## src/rtl/sqcsa_pkg.sv

```systemverilog
package sqcsa_pkg;

  // width of slice idx: base width for the two lowest, then one wider each step
  function automatic int groupWidth(input int idx, input int baseW);
    return (idx == 0) ? baseW : baseW + idx - 1;
  endfunction

  // lowest bit position of slice idx
  function automatic int groupLsb(input int idx, input int baseW);
    int pos;
    pos = 0;
    for (int k = 0; k < idx; k++) pos += groupWidth(k, baseW);
    return pos;
  endfunction

  // total bits covered by numGroups slices
  function automatic int totalWidth(input int numGroups, input int baseW);
    return groupLsb(numGroups, baseW);
  endfunction

endpackage

```

## src/rtl/sqcsa_ripple_group.sv

```systemverilog
module sqcsa_ripple_group #(
  parameter int W = 2
) (
  input  logic [W-1:0] aIn,
  input  logic [W-1:0] bIn,
  input  logic         cIn,
  output logic [W-1:0] sumOut,
  output logic         cOut
);

  logic [W-1:0] xorTerm;
  logic [W-1:0] andTerm;

  assign xorTerm = aIn ^ bIn;
  assign andTerm = aIn & bIn;

  always_comb begin
    logic carry;
    carry = cIn;
    for (int i = 0; i < W; i++) begin
      sumOut[i] = xorTerm[i] ^ carry;
      carry     = andTerm[i] | (xorTerm[i] & carry);
    end
    cOut = carry;
  end


  always_comb begin
    low_slice_sum_chk: assert ({cOut, sumOut} == ({1'b0, aIn} + {1'b0, bIn} + {{W{1'b0}}, cIn}))
      else $error("low slice total wrong");
  end

endmodule

```

## src/rtl/sqcsa_dual_group.sv

```systemverilog
module sqcsa_dual_group #(
  parameter int W = 3
) (
  input  logic [W-1:0] aIn,
  input  logic [W-1:0] bIn,
  input  logic         selIn,
  output logic [W-1:0] sumOut,
  output logic         cOut
);

  // shared per-bit terms feeding both candidate chains
  logic [W-1:0] xorTerm;
  logic [W-1:0] andTerm;
  logic [W-1:0] orTerm;

  assign xorTerm = aIn ^ bIn;
  assign andTerm = aIn & bIn;
  assign orTerm  = aIn | bIn;

  logic [W-1:0] zeroSum;
  logic         zeroCarry;
  logic [W-1:0] oneSum;
  logic         oneCarry;

  // carry-in zero chain: first bit is XOR / AND
  always_comb begin
    logic carry;
    zeroSum[0] = xorTerm[0];
    carry      = andTerm[0];
    for (int i = 1; i < W; i++) begin
      zeroSum[i] = xorTerm[i] ^ carry;
      carry      = andTerm[i] | (xorTerm[i] & carry);
    end
    zeroCarry = carry;
  end

  // carry-in one chain: first bit is inverted XOR / OR
  always_comb begin
    logic carry;
    oneSum[0] = ~xorTerm[0];
    carry     = orTerm[0];
    for (int i = 1; i < W; i++) begin
      oneSum[i] = xorTerm[i] ^ carry;
      carry     = andTerm[i] | (xorTerm[i] & carry);
    end
    oneCarry = carry;
  end

  assign {cOut, sumOut} = selIn ? {oneCarry, oneSum} : {zeroCarry, zeroSum};


  always_comb begin
    cand_step_chk: assert ({oneCarry, oneSum} == ({zeroCarry, zeroSum} + 1'b1))
      else $error("carry-one candidate is not zero candidate plus one");
  end


  always_comb begin
    slice_total_chk: assert ({cOut, sumOut} == ({1'b0, aIn} + {1'b0, bIn} + {{W{1'b0}}, selIn}))
      else $error("slice output does not follow selected carry");
  end


  always_comb begin
    if (&xorTerm) begin
      full_prop_chk: assert (oneCarry && !zeroCarry)
        else $error("propagating slice carries wrong");
    end
  end

endmodule

```

## src/rtl/sqcsa_adder.sv

```systemverilog
module sqcsa_adder #(
  parameter int WIDTH      = 16,
  parameter int NUM_GROUPS = 5,
  parameter int BASE_W     = 2
) (
  input  logic [WIDTH-1:0] opA,
  input  logic [WIDTH-1:0] opB,
  input  logic             carryIn,
  output logic [WIDTH-1:0] sumOut,
  output logic             carryOut
);
  import sqcsa_pkg::*;

  localparam int COVERED = totalWidth(NUM_GROUPS, BASE_W);

  initial begin

    cover_width_chk: assert (COVERED == WIDTH)
      else $error("slice widths do not cover the operand");
  end

  logic groupCarry [NUM_GROUPS+1];

  assign groupCarry[0] = carryIn;

  for (genvar g = 0; g < NUM_GROUPS; g++) begin : gSlice
    localparam int GW  = groupWidth(g, BASE_W);
    localparam int LSB = groupLsb(g, BASE_W);
    if (g == 0) begin : gLow
      sqcsa_ripple_group #(.W(GW)) lowSlice (
        .aIn   (opA[LSB +: GW]),
        .bIn   (opB[LSB +: GW]),
        .cIn   (groupCarry[g]),
        .sumOut(sumOut[LSB +: GW]),
        .cOut  (groupCarry[g+1])
      );
    end else begin : gHigh
      sqcsa_dual_group #(.W(GW)) dualSlice (
        .aIn   (opA[LSB +: GW]),
        .bIn   (opB[LSB +: GW]),
        .selIn (groupCarry[g]),
        .sumOut(sumOut[LSB +: GW]),
        .cOut  (groupCarry[g+1])
      );
    end
  end

  assign carryOut = groupCarry[NUM_GROUPS];


  always_comb begin
    total_sum_chk: assert ({carryOut, sumOut} ==
                           ({1'b0, opA} + {1'b0, opB} + {{WIDTH{1'b0}}, carryIn}))
      else $error("adder total wrong");
  end

endmodule

```

## config.mk

```make
export PLATFORM = sky130hd
export DESIGN_NAME = sqcsa_adder
export DESIGN_NICKNAME = d
export VERILOG_FILES = /design/src/rtl/sqcsa_pkg.sv /design/src/rtl/sqcsa_ripple_group.sv /design/src/rtl/sqcsa_dual_group.sv /design/src/rtl/sqcsa_adder.sv
export SDC_FILE = /design/constraint.sdc
export NUM_CORES = 1
export LEC_CHECK = 0
export BUFFER_PORTS_ARGS = -buffer_cell sky130_fd_sc_hd__buf_2
export CAP_MARGIN = 20
export CORE_MARGIN = 2
export CORE_UTILIZATION = 35
export DETAILED_ROUTE_END_ITERATION = 6
export PLACE_DENSITY = 0.79
export SLEW_MARGIN = 10
export SYNTH_ARGS = -nofsm -noshare
export SYNTH_HDL_FRONTEND = slang
export SYNTH_SLANG_ARGS = --single-unit
```

## constraint.sdc

```tcl
create_clock -name vclk -period 6.85
set_input_delay 0.3425 -clock vclk [all_inputs]
set_output_delay 0.3425 -clock vclk [all_outputs]
set_load 0.01 [all_outputs]
```

==> impl_metrics.csv <==
group,metric,value,unit
place,dp_cells,115,
clock_tree,cts_resized,0,
synth,synth_warnings,0,
floorplan,core-area,1300,um^2
worst_setup_path,critPathLaunchType,"input port",
cells_and_area,seq_cells,0,
synth,ys_seq_area_frac,0,
timing,finalCritPeriodShare,0.947,
global_routing,grt_max_degree,4,
worst_setup_path,critPathKind,"input port to output port",
cells_and_area,syn_to_final_growth,54.6,%
floorplan,die_area,1720,um^2
power_and_ir_drop,peakVddDrop,0.0404,mV
synth,synth_nets,103,
synth,synth_most_common_cell,"inv_1",
global_routing,grt_pass1_vias,588,
timing,setup_tns,0,ns
routing,drc,0,
floorplan,rows,13,
place,place_congestion,0.677,
cells_and_area,drive_gt1_frac,0.500,
worst_setup_path,crit_path_max_fanout,3,
timing,period_needed,6.49,ns
floorplan,start_util,0.379,
routing,dr.pass1.iters,4,
cells_and_area,nNetsFinal,155,
global_routing,antenna_found_initial,0,
worst_setup_path,critical_path_arrival,6.15,ns
worst_setup_path,crit_required,6.51,ns
power_and_ir_drop,p_leak,0.489,nW
timing,finalSetupViolations,0,
synth,synth_area,493,um^2
routing,drtIter0Drc,2,
cells_and_area,clock_buffers,0,
routing,vias,512,
worst_setup_path,end_kind,"output port",
synth,yosys-top-cells-area,"fa_1, ha_1, inv_1",
timing,hold_viol_final,0,
timing,max_freq,0.154,GHz
power_and_ir_drop,powerDensity,94.6,nW/um^2
clock_tree,post_cts_buffers,0,
synth,netlist.area_leader.share,0.487,
global_routing,grt-ovfl-total,0,
run_status,status,"complete, no violations",
floorplan,die_h,41.5,um
routing,drt_wl_total,1.22,mm
routing,ant_nets,0,
floorplan,fp.dieW,41.5,um
synth,synth_common_cells,"inv_1, fa_1, ha_1",
cells_and_area,ff_latch_area,0,um^2
routing,vias_per_cell,4.45,
timing,rsz0062_at_grt,"false",
place,portBuffers,50,
cells_and_area,diodes,0,
routing,wire_per_inst,10.6,um
min_path,hold_class,"input port to output port",
synth,avgSynthCellArea,9.86,um^2
timing,worst_pin_slew,0.179,ns
flow_run,drv_cap,0,
floorplan,ioPinCount,50,
timing,slew_headroom,0.877,
synth,synth_top_area_cell,"fa_1",
timing,slew_viol_final,0,
cells_and_area,final_cell_count_no_fill,115,
synth,syn_inst,50,
synth,synthDistinctLibCells,7,
power_and_ir_drop,power,0.0721,mW
clock_tree,cts-hold-fix-buffers,0,
global_routing,grt_pass1_wl,2.21,mm
global_routing,grt_usage,0.160,
place,hpwl,1.23,mm
[routing by layer]
metal,vias to the layer above,track usage,share of wire
met4,0,0.0194,0.014
met3,2,0.0391,0.16
met5,-,0,0
met1,224,0.161,0.33
met2,49,0.328,0.49
li1,237,-,-
[power by group]
part           switching (mW)  internal (mW)
combinational          0.0379         0.0342
sequential                  0              0
clock                       0              0
total                  0.0379         0.0342
[cell families after synthesis]
family          synth area share
xor+xnor                  0.0711
mux                       0.0609
simple gates             0.00761
fa+ha+maj                  0.690
compound gates            0.0101
buf+inv                    0.160
[stage by stage]
stage / cell area [um^2] / hold WS, ns / utilization / setup WS, ns
floorplan: 493 / 0.873 / - / 0.871
global placement: 762 / 1.04 / 0.586 / 0.561
detailed placement: 762 / 1.04 / 0.586 / 0.309
CTS: 762 / 1.04 / 0.586 / 0.297
global route: 762 / 1.06 / 0.586 / 0.122
finish: 762 / 1.04 / 0.586 / 0.360
[path summary, 6_finish.rpt]
path / slack, ns / from / end / cells after the start
setup / recovery: 0.36 / opA[0] / sumOut[15] / 23
hold / removal: 1.04 / opB[1] / sumOut[1] / 3
[worst max-delay path, stage by stage]
cell	delay, ns
buf_2	0.09
inv_1	0.07
fa_1	0.17
inv_1	0.05
fa_1	0.41
nor2_1	0.14
a21oi_1	0.07
fa_1	0.42
mux2i_1	0.16
fa_1	0.41
fa_1	0.45
mux2i_1	0.16
fa_1	0.38
fa_1	0.40
fa_1	0.43
mux2i_1	0.16
fa_1	0.39
fa_1	0.41
fa_1	0.37
inv_1	0.08
fa_1	0.40
inv_1	0.06
buf_2	0.12
[placed cells by master, fill, tap and decap left out]
cell type and n:
ha_1 8, xor2_1 4, mux2i_1 3, fa_1 12
a21oi_1 1, nor2_1 1, buf_2 50, inv_1 21
[final cells by class]
| class | instances | area, um^2 |
|---|---|---|
| Fill cell | 123 | 539 |
| Inverter | 21 | 78.8 |
| Multi-Input combinational cell | 29 | 414 |
| Tap cell | 15 | 18.8 |
| Timing Repair Buffer | 50 | 250 |
No activity file was read; power rests on OpenSTA's default activity.
